--- config.mk ---
export PLATFORM = sky130hd
export DESIGN_NAME = pkt_fc_stage
export DESIGN_NICKNAME = d
export VERILOG_FILES = /design/src/rtl/pkt_fc_stage.sv
export SDC_FILE = /design/constraint.sdc
export NUM_CORES = 1
export LEC_CHECK = 0
export CORE_MARGIN = 2
export CORE_UTILIZATION = 55
export CTS_BUF_LIST = sky130_fd_sc_hd__clkbuf_16
export DETAILED_ROUTE_END_ITERATION = 10
export DONT_BUFFER_PORTS = 1
export PLACE_DENSITY = 0.77
export SLEW_MARGIN = 40
export SYNTH_ARGS = -nofsm -noshare
export SYNTH_HDL_FRONTEND = slang
export SYNTH_SLANG_ARGS = --single-unit
--- constraint.sdc ---
create_clock -name clk -period 5.1 [get_ports clk]
set_clock_uncertainty 0.15 [all_clocks]
set_input_delay 1.275 -clock clk [delete_from_list [all_inputs] [get_ports clk]]
set_output_delay 1.275 -clock clk [all_outputs]
set_load 0.005 [all_outputs]
--- src/rtl/pkt_fc_stage.sv ---
module pkt_fc_stage #(
  parameter int DW      = 16,
  parameter int DEPTH   = 8,
  parameter int MAXLEN  = 8,
  parameter int CREDITS = 8,
  parameter bit CUT     = 1'b0
) (
  input  logic          clk,
  input  logic          rst_n,
  input  logic          in_valid,
  output logic          in_ready,
  input  logic          in_head,
  input  logic          in_tail,
  input  logic [DW-1:0] in_data,
  output logic          out_valid,
  output logic          out_head,
  output logic          out_tail,
  output logic [DW-1:0] out_data,
  input  logic          credit_ret
);
  localparam int LW = $clog2(MAXLEN);
  localparam int AW = (DEPTH > 1) ? $clog2(DEPTH) : 1;
  localparam int BIG = (DEPTH > CREDITS) ? DEPTH : CREDITS;
  localparam int CW = $clog2(BIG + MAXLEN + 1);
  localparam int EW = DW + 2;

  logic [EW-1:0] mem [DEPTH];
  logic [AW-1:0] wr, rd;
  logic [CW-1:0] cnt, alloc, cred, done_pk;
  logic          in_mid, active;

  logic [EW-1:0] top;
  logic [CW-1:0] in_len, top_len;
  logic          acc, new_pkt, top_tail, start_ok, pop;

  assign top      = mem[rd];
  assign top_tail = top[DW];
  assign in_len   = CW'(in_data[LW-1:0]) + CW'(1);
  assign top_len  = CW'(top[LW-1:0]) + CW'(1);

  assign in_ready = in_mid || ((CW'(DEPTH) - alloc) >= in_len);
  assign acc      = in_valid && in_ready;
  assign new_pkt  = acc && !in_mid;

  generate
    if (CUT) begin : g_vct
      assign start_ok = cred >= top_len;
    end else begin : g_saf
      assign start_ok = (done_pk != '0) && (cred != '0);
    end
  endgenerate

  assign pop = (cnt != '0) && (active ? (CUT || cred != '0) : start_ok);

  logic [CW-1:0] cred_take;
  assign cred_take = CUT ? ((pop && !active) ? top_len : '0) : CW'(pop);

  always_ff @(posedge clk) begin
    if (acc) mem[wr] <= {in_head, in_tail, in_data};
  end

  always_ff @(posedge clk) begin
    if (!rst_n) begin
      wr <= '0;
      rd <= '0;
      cnt <= '0;
      alloc <= '0;
      done_pk <= '0;
      cred <= CW'(CREDITS);
      in_mid <= 1'b0;
      active <= 1'b0;
      out_valid <= 1'b0;
      out_head <= 1'b0;
      out_tail <= 1'b0;
      out_data <= '0;
    end else begin
      if (acc) wr <= (wr == AW'(DEPTH - 1)) ? '0 : wr + AW'(1);
      if (pop) rd <= (rd == AW'(DEPTH - 1)) ? '0 : rd + AW'(1);
      cnt     <= cnt + CW'(acc) - CW'(pop);
      alloc   <= alloc + (new_pkt ? in_len : '0) - CW'(pop);
      done_pk <= done_pk + CW'(acc && in_tail) - CW'(pop && top_tail);
      cred    <= cred + CW'(credit_ret) - cred_take;
      if (acc) in_mid <= !in_tail;
      if (pop) active <= !top_tail;
      out_valid <= pop;
      if (pop) {out_head, out_tail, out_data} <= top;
    end
  end
endmodule

# --- After elaboration in Yosys (flattened, before gate mapping) ---
# Memory sizes are Yosys's and may differ from the RTL's. A register that Yosys moved wholly into a read port is not among the register bits.
# Cells that the tools add are included.
totals:
  n_memories: 1
  in_bits: 22
  ramBits: 144
  out_inout_bits: 20
  regBits: 47
  word_cells: 49
  latch_bits: 0
  mem_bits_ro: 0
mem_list:
  columns: ["memory", "words", "width", "read_ports", "rd_ports_with_merged_regs", "wr", "line", "source"]
  rows:
  - ["mem", 8, 18, 1, 1, 1, "27", "logic [EW-1:0] mem [DEPTH];"]
classes:
  n_mux: 8
  n_eq_ne: 2
  bitwise: 0
  shifts: 0
  order_cmp: 1
  addsub: 12
  n_reduce_logical: 13
  mul: 0
  div_mod_pow: 0
ops:
  columns: ["operator", "n"]
  rows:
  - ["5-bit by 1-bit subtractor with 5-bit output", 4]
  - ["5-bit by 1-bit adder with 5-bit output", 3]
  - ["5-bit nonzero test", 3]
  - ["3-bit 2-to-1 mux", 4]
  - ["3-bit by 1-bit adder with 3-bit output, second input constant", 2]
  - ["3-bit == test, second input constant", 2]
  - ["1-bit logical AND", 6]
  - ["5-bit by 4-bit adder with 5-bit output", 1]
  - ["5-bit by 4-bit >= comparator with 1-bit output", 1]
  - ["4-bit by 5-bit subtractor with 5-bit output, first input constant", 1]
  - ["3-bit by 1-bit adder with 4-bit output, second input constant", 1]
  - ["4-bit 2-to-1 mux", 1]
  - ["1-bit logical NOT", 3]
  - ["1-bit 2-to-1 mux", 3]
  - ["1-bit logical OR", 1]

# --- Depth between registers and ports, before layout ---
# Gate-level depths: netlist of run 1.
depth:
  depth_word: 8
  ltp_mapped: 18
  ltp_nobuf: 18

# --- Worst setup path before layout of run 1 ---
# No wires, ideal clock.
synth_path:
  path_kind: "input port to flip-flop"
  start: "in in_data[0]"
  end: "mem mem[2][0] (netlist bit), enable pin"
  setup_slack_ns: 0.169
  t_required_ns: 4.504
  t_arrival_ns: 4.335
  cell_stages: 7
  setup_ns: 0.446
  n_path_buf: 0
  path_cell_list: "ha_1 > xnor2_1 > ha_1 > o21ai_0 > o2111ai_2 > nand2_4 > nor4b_1"
synth_between:
  elab_chain_len: 6
synth_rtl:
  columns: ["element", "line", "source"]
  rows:
  - ["from (decl)", "14", "input logic [DW-1:0] in_data,"]
  - ["3-bit by 1-bit adder with 4-bit output", "38", "assign in_len = CW'(in_data[LW-1:0]) + CW'(1);"]
  - ["5-bit by 4-bit >= comparator with 1-bit output", "41", "assign in_ready = in_mid || ((CW'(DEPTH) - alloc) >= in_len);"]
  - ["1-bit logical OR", "41", null]
  - ["net in_ready", "11", "output logic in_ready,"]
  - ["1-bit logical AND", "42", "assign acc = in_valid && in_ready;"]
  - ["1-bit 2-to-1 mux", "59", "if (acc) mem[wr] <= {in_head, in_tail, in_data};"]
  - ["1-bit 2-to-1 mux (not written as such)", "59", null]
  - ["to (decl)", "27", null]
# The timed path passes the listed nets, and every way through them passes these cells.

# --- Worst setup path after layout of run 1 ---
layout_path:
  start: "in in_data[0]"
  end: "reg cnt[4]"
layout_between:
  elab_chain_len: 6
layout_rtl:
  columns: ["element", "line", "source"]
  rows:
  - ["3-bit by 1-bit adder with 4-bit output", "38", null]
  - ["5-bit by 4-bit >= comparator with 1-bit output", "41", null]
  - ["1-bit logical OR", "41", null]
  - ["net in_ready", "11", null]
  - ["1-bit logical AND", "42", null]
  - ["5-bit by 1-bit adder with 5-bit output", "79", "cnt <= cnt + CW'(acc) - CW'(pop);"]
  - ["5-bit by 1-bit subtractor with 5-bit output", "79", null]
  - ["to (signal assigned)", "79", null]
  - ["to (decl)", "29", "logic [CW-1:0] cnt, alloc, cred, done_pk;"]
# The timed path passes the listed nets, and every way through them passes these cells.
# A chain may end at the register's enable or synchronous reset.

==> impl_metrics.toml, run 1 <==
[yosys]
yosys_most_used_dff = "edfxtp_1"
yosys_warnings = 0
async_flop_share = 0
synth-simple-area-share = 0.0511
synth_fp_nets = 560
synthDistinctLibCells = 40
synth-edff-count = 144
yosys.area_share.adder = 0.0657
seq_area_frac_synth = 0.659
synth-xor-area-share = 0.0174
synth_compound_area_frac = 0.0465
syn_inst = 498
syn_avg_cell_area_um2 = 16.2
synth_mux_area_frac = 0.126
synth_top_family_by_area = "multiplexers"
syn-cell-area_um2 = 8080
synth_seq_cells = 194

[sta]
worst_pin_slew_ns = 0.766
whs_ns = 0.327
fmax_ghz = 0.243
setup_ws_ns = 0.978
relSlewSlack = 0.487
slew_viol_final = 0
fin_crit_sh = 0.808
finalSetupViolCount = 0
final.setup.tns_ns = 0
rsz0062_at_grt = "no"
fin_crit_ns = 4.12
final_hold_viol_count = 0

[cts]
cts_root_buf = "clkbuf_16"
ctsHoldBuffers = 0
cts_tree = "yes"
cts.sinks = 194
post_cts_buffers = 0
path_clk_slew_ns = 0.07
numCtsBuffers = 17
post_cts_resized = 0
clockBufferDepth = 2
htree_levels = 4
clk_latency_ns = 0.43

[global_routing]
grt_max_degree = 52
overflow = 0
grt_pass1_wl_um = 23100
antenna_found_initial = 0
grt_pass1_vias = 4357
grtUsageTotal = 0.195

[route]
routed_wl_um = 14200
vias = 4060
drc = 0
final_antenna_net_count = 0
first_pass_iters = 5
wl_per_cell_um = 20.1
drt_iter0_drc = 224
vias_per_cell = 5.73

[worst_setup_path]
reg2reg_to = "cnt[4]"
start_kind = "input port"
worstPathMaxFanout = 15
crit_type = "input port to flip-flop"
regToRegSetupSlack_ns = 1.40
r2r-start = "alloc[0]"
cp.required_ns = 5.26
cp-end-kind = "flip-flop"
reg2reg_depth = 18
arrival_ns = 4.28

[run]
cap_violations = 0

[finish]
final_nets = 574
area_delta_synth_final_pct = 11.1
drive_above_1_share = 0.185
nFillCells = 1019
antenna_cells = 0
design_area_um2 = 8970
final_util = 0.622

[power]
p_leak_nw = 3.11
powerDensity_nw_per_um2 = 606
vdd.ir_drop.worst_uv = 326

[die]
rows = 44
die_area_um2 = 15700
die-width_um = 125
io_pins = 42
core_um2 = 14400
initial_core_util = 0.560
die-height_um = 125

[min_path]
worst_hold_path.num_cells = 2
hp-start = "active"
hold_path_end = "active"
hp-class = "flip-flop to flip-flop"

[place]
io_buffers = 0
gp_congestion = 0.751
dp_hpwl_um = 8850
preCtsSetupSlack_ns = 0.545
dpl-instance-area_um2 = 8360

[outcome]
run_status = "finished, final reports clean"
## critical path: stages
cell,delay [ns]
ha_1,0.20
xnor2_1,0.21
ha_1,0.27
o21ai_0,0.19
o2111ai_2,0.28
nand2_4,0.15
buf_4,0.27
ha_1,0.18
inv_1,0.04
ha_1,0.18
inv_1,0.07
fa_1,0.20
inv_1,0.05
a21oi_1,0.14
nor2_1,0.06
or3_1,0.33
and3_1,0.18
## cells in the final DEF (no fill, tap or decap), types with 2 or more instances in the layout
| cell type | count |
|---|---|
| a21boi_0 | 3 |
| nand3_1 | 2 |
| fa_1 | 4 |
| nor4b_2 | 3 |
| edfxtp_1 | 144 |
| xor2_1 | 3 |
| nor4_4 | 2 |
| xnor2_1 | 13 |
| mux4_2 | 36 |
| a21o_1 | 5 |
| nor3_2 | 2 |
| nand2b_1 | 3 |
| ha_1 | 36 |
| clkbuf_16 | 17 |
| inv_8 | 3 |
| dfxtp_1 | 49 |
| mux2i_1 | 21 |
| nor2b_1 | 5 |
| a21oi_1 | 26 |
| clkinv_4 | 3 |
| nand2_1 | 14 |
| or3_1 | 9 |
| clkinv_8 | 2 |
| inv_1 | 38 |
| buf_4 | 15 |
| and2_1 | 13 |
| nor2_1 | 7 |
| inv_6 | 5 |
| and3_1 | 3 |
| o21ai_0 | 23 |
## cell usage after synthesis (2+ instances only)
library cell	n	share of area
nand2_1	14	0.0065
and3_1	3	0.0023
ha_1	36	0.056
a21oi_1	26	0.016
nor4b_1	4	0.0043
xnor2_1	13	0.014
buf_2	8	0.0050
buf_6	4	0.0056
or3_1	9	0.0070
clkbuf_1	6	0.0028
edfxtp_1	144	0.54
nand2b_1	3	0.0023
inv_1	38	0.018
nor2_1	7	0.0033
and2_1	13	0.010
dfxtp_1	50	0.12
o21ai_0	23	0.014
nor3_1	3	0.0019
a21boi_0	3	0.0028
fa_1	4	0.0099
xor2_1	3	0.0033
mux4_2	36	0.10
mux2i_1	21	0.026
nor2b_1	5	0.0039
nor4_2	2	0.0031
a21o_1	5	0.0046
nand3_1	2	0.0012
## logic make-up after synthesis
| kind of cell | count (synthesis) |
|---|---|
| compound gates | 63 |
| flops | 194 |
| mux | 57 |
| simple gates | 68 |
| buf+inv | 60 |
| fa+ha+maj | 40 |
| xor+xnor | 16 |
## layout make-up
type                       count  area (um^2)  share of cell area
clock buffer                  17          425              0.0474
inverter                      39          146              0.0163
tap                          184          230              0.0257
timing repair buffer          16          133              0.0148
multi-input combinational    244         2530               0.282
clock inverter                15          183              0.0204
sequential                   194         5330               0.594
## per-layer routing
metal / wire [um] / share of wire / vias to the layer above / track usage
met5: 0 / 0 / - / 0.0124
met4: 167 / 0.012 / 0 / 0.0739
met3: 980 / 0.069 / 10 / 0.0496
met2: 7020 / 0.49 / 118 / 0.318
met1: 6060 / 0.43 / 2036 / 0.256
li1: - / - / 1896 / -
## metrics by stage
stage	total power, W	std cells
2_1_floorplan	0.00372	498
3_3_place_gp	0.00404	677
3_5_place_dp	0.00414	677
4_1_cts	0.00550	709
5_1_grt	0.00583	709
6_report	0.00544	709
## worst max-delay path by stage
stage | start | end | slack [ns]
2_1_floorplan | in_data[0] | mem[2][0] | 0.17
3_3_place_gp | in_data[0] | alloc[4] | 0.65
4_1_cts | in_data[0] | cnt[4] | 0.99
6_report | in_data[0] | cnt[4] | 0.98
3_5_place_dp | in_data[0] | cnt[4] | 0.54
5_1_grt | in_data[0] | cnt[4] | 0.78
## report_power, final
part           switching, W  total, W  internal, W
logic               0.00102   0.00194     0.000922
registers          0.000162   0.00215      0.00199
clock network      0.000630   0.00134     0.000708
## state kept, by name, indices dropped and copies added (netlist names), named ones only
name	cells
rd	3
cred	5
done_pk	5
active	1
cnt	5
in_mid	1
out_valid	1
alloc	5
mem	144
out_tail	1
wr	3
out_head	1
out_data	16
Power figures use the tool's default switching activity.
==> inputs of run 2 (changes only) <==
Settings changed: ABC_AREA set to 1, PLACE_DENSITY 0.77 to 0.74.
Clock period 5.1 ns to 3.95 ns, I/O delays scaled along.
==> run 2 against run 1 <==
Hold slack better by 0.0072 ns. Global-route usage is 2.5 points higher. Power is 33% higher. Synthesized cell count is 48% higher. First-iteration DRC count is 64% higher. Clock power is 22% higher. Non-clock buffer count is 2 higher. Sequential share of layout area hardly changed. Utilization is 0.70 points lower.
==> impl_metrics.toml, run 2 <==
[outcome]
run_status = "finished, final reports clean"

[die]
initial_core_util = 0.564
die_area_um2 = 16000
die-width_um = 126
rows = 44
io_pins = 42
die-height_um = 126
core_um2 = 14600

[power]
p_leak_nw = 3.34
powerDensity_nw_per_um2 = 809
vdd.ir_drop.worst_uv = 464
fin_total_pwr_w = 0.00725

[global_routing]
grt_pass1_vias = 5525
antenna_found_initial = 0
grt_use_met2 = 0.388
grtUsageTotal = 0.221
grtUsageMet1 = 0.256
grt_busiest_layer = "met2"
grt_pass1_wl_um = 27000
gr-usage-met3 = 0.0582
overflow = 0
grt_max_degree = 61

[place]
gp_congestion = 0.811
io_buffers = 0
dp_hpwl_um = 9840
dpl-instance-area_um2 = 8400
post-place-cells = 903

[route]
routed_wl_um = 16500
wl_per_cell_um = 17.6
vias = 5270
drc = 0
drt_iter0_drc = 368
first_pass_iters = 5
final_antenna_net_count = 0
vias_per_cell = 5.64

[cts]
cts_root_buf = "clkbuf_16"
path_clk_slew_ns = 0.07
htree_levels = 4
cts_tree = "yes"
post_cts_buffers = 0
cts.sinks = 194
ctsHoldBuffers = 0
numCtsBuffers = 17
clockBufferDepth = 2
clk_latency_ns = 0.43
post_cts_resized = 0

[sta]
finalSetupViolCount = 0
final_hold_viol_count = 0
relSlewSlack = 0.592
slew_viol_final = 0
fin_crit_ns = 3.52
fin_crit_sh = 0.891
fmax_ghz = 0.284
rsz0062_at_grt = "no"
worst_pin_slew_ns = 0.612

[min_path]
hp-class = "flip-flop to flip-flop"
hp-start = "out_data[14]"
hold_path_end = "out_data[14]"
worst_hold_path.num_cells = 2

[worst_setup_path]
worstPathMaxFanout = 11
start_kind = "input port"
regToRegSetupSlack_ns = 0.56
cp.required_ns = 4.16
crit_buf_inv = 3
reg2reg_to = "cnt[4]"
cp_cell_sequence = "ha_1, inv_1, ha_1, nand2_1, nand2_1, nand2_1, nand2_1, nand2_1, nand2_2, nand2_2, ha_1, inv_1, ha_1, inv_1, fa_1, o31ai_1, o21ai_0, a21oi_1"
cp-end-kind = "flip-flop"
cpMostUsedCell = "nand2_1"
cp.depth = 18
max_stage_delay_ns = 0.41
path_delay_family = "adder cells"
r2r-start = "alloc[0]"
arrival_ns = 3.73
reg2reg_depth = 18
crit_type = "input port to flip-flop"
slowest_stage = "fa_1"

[finish]
design_area_um2 = 8970
final_nets = 800
largest_register_ff_count = 144
instances_no_fill = 935
final_cell_mix = "edfxtp_1, nor2_1, inv_1, o21ai_0, nand2_1"
antenna_cells = 0
final_common_cell = "edfxtp_1"
largestRegisters = "mem (144), out_data (16)"
drive_above_1_share = 0.0839
area_delta_synth_final_pct = 8.92
top_register = "mem"

[yosys]
synth_top_area_cell = "edfxtp_1"
async_flop_share = 0
yosys_most_used_dff = "edfxtp_1"
synth_fp_nets = 797
synth_area_leaders = "edfxtp_1, dfxtp_1, nor2_1, ha_1, o21ai_0"
synthDistinctLibCells = 31
syn_inst = 735
synth-edff-count = 144
synth_top_area_frac = 0.525
netlist_top_cells_count = "edfxtp_1, nor2_1, inv_1, o21ai_0, nand2_1"
syn-cell-area_um2 = 8240
synth_seq_cells = 194
synth.most_common_cell = "edfxtp_1"
seq_area_frac_synth = 0.647
yosys_warnings = 0
syn_avg_cell_area_um2 = 11.2

[run]
cap_violations = 0
[run 2: cell types whose count changed after synthesis, sizes merged, moves of 24 or more]
cell	change
nand3	+24
nor2	+135
o21ai	+70
nand2	+39
inv	+25
o211ai	+34
mux4	-36
[run 2: power breakdown]
group | internal, W | total, W | switching, W
registers | 0.00264 | 0.00289 | 0.000250
clock network | 0.000923 | 0.00164 | 0.000717
logic | 0.000978 | 0.00273 | 0.00175
total | 0.00454 | 0.00725 | 0.00271
[run 2: final cells by class]
cell class	instances	area [um^2]
Clock buffer	17	425
Clock inverter	15	141
Multi-Input combinational cell	443	2470
Fill cell	1102	5620
Sequential cell	194	5330
Inverter	64	243
Tap cell	184	230
Timing Repair Buffer	18	135
[run 2: routing by layer]
metal / share of wire / wire length [um] / up-vias
li1: - / - / 2554
met1: 0.40 / 6630 / 2568
met2: 0.52 / 8550 / 119
met3: 0.056 / 918 / 29
met4: 0.021 / 353 / 0
met5: 0 / 0 / -
[run 2: per-stage QoR]
step / setup WS (ns) / setup TNS, ns / hold slack [ns] / util
finish: 0.429 / 0 / 0.334 / 0.615
global route: 0.107 / 0 / 0.359 / 0.615
CTS: 0.428 / 0 / 0.337 / 0.615
detailed placement: -0.0206 / -0.0206 / 0.326 / 0.576
global placement: 0.111 / 0 / 0.323 / 0.576
floorplan: 0.201 / 0 / 0.311 / -
[run 2: how the worst max path moves through the flow]
stage	end	from	slack [ns]
6_report	cnt[4]	in_data[0]	0.43
5_1_grt	alloc[4]	in_data[0]	0.11
4_1_cts	alloc[4]	in_data[0]	0.43
3_5_place_dp	alloc[4]	in_data[0]	-0.02
3_3_place_gp	alloc[4]	in_data[0]	0.11
2_1_floorplan	alloc[4]	in_data[0]	0.20
[run 2: logic make-up (layout without fill, tap and decap cells)]
logic type | count (synthesis) | count (layout) | share of synthesized area
flip-flops | 194 | 194 | 0.647
adder cells (fa/ha/maj) | 40 | 40 | 0.0644
XOR/XNOR | 6 | 6 | 0.00638
AND/OR/NAND/NOR | 225 | 225 | 0.110
buffers and inverters | 98 | 114 | 0.0538
AO/OA/AOI/OAI | 172 | 172 | 0.119
[run 2: worst min-delay path: stages, from the launching register on]
cell	delay, ns
dfxtp_1	0.32
nand2_1	0.06
a21oi_1	0.05
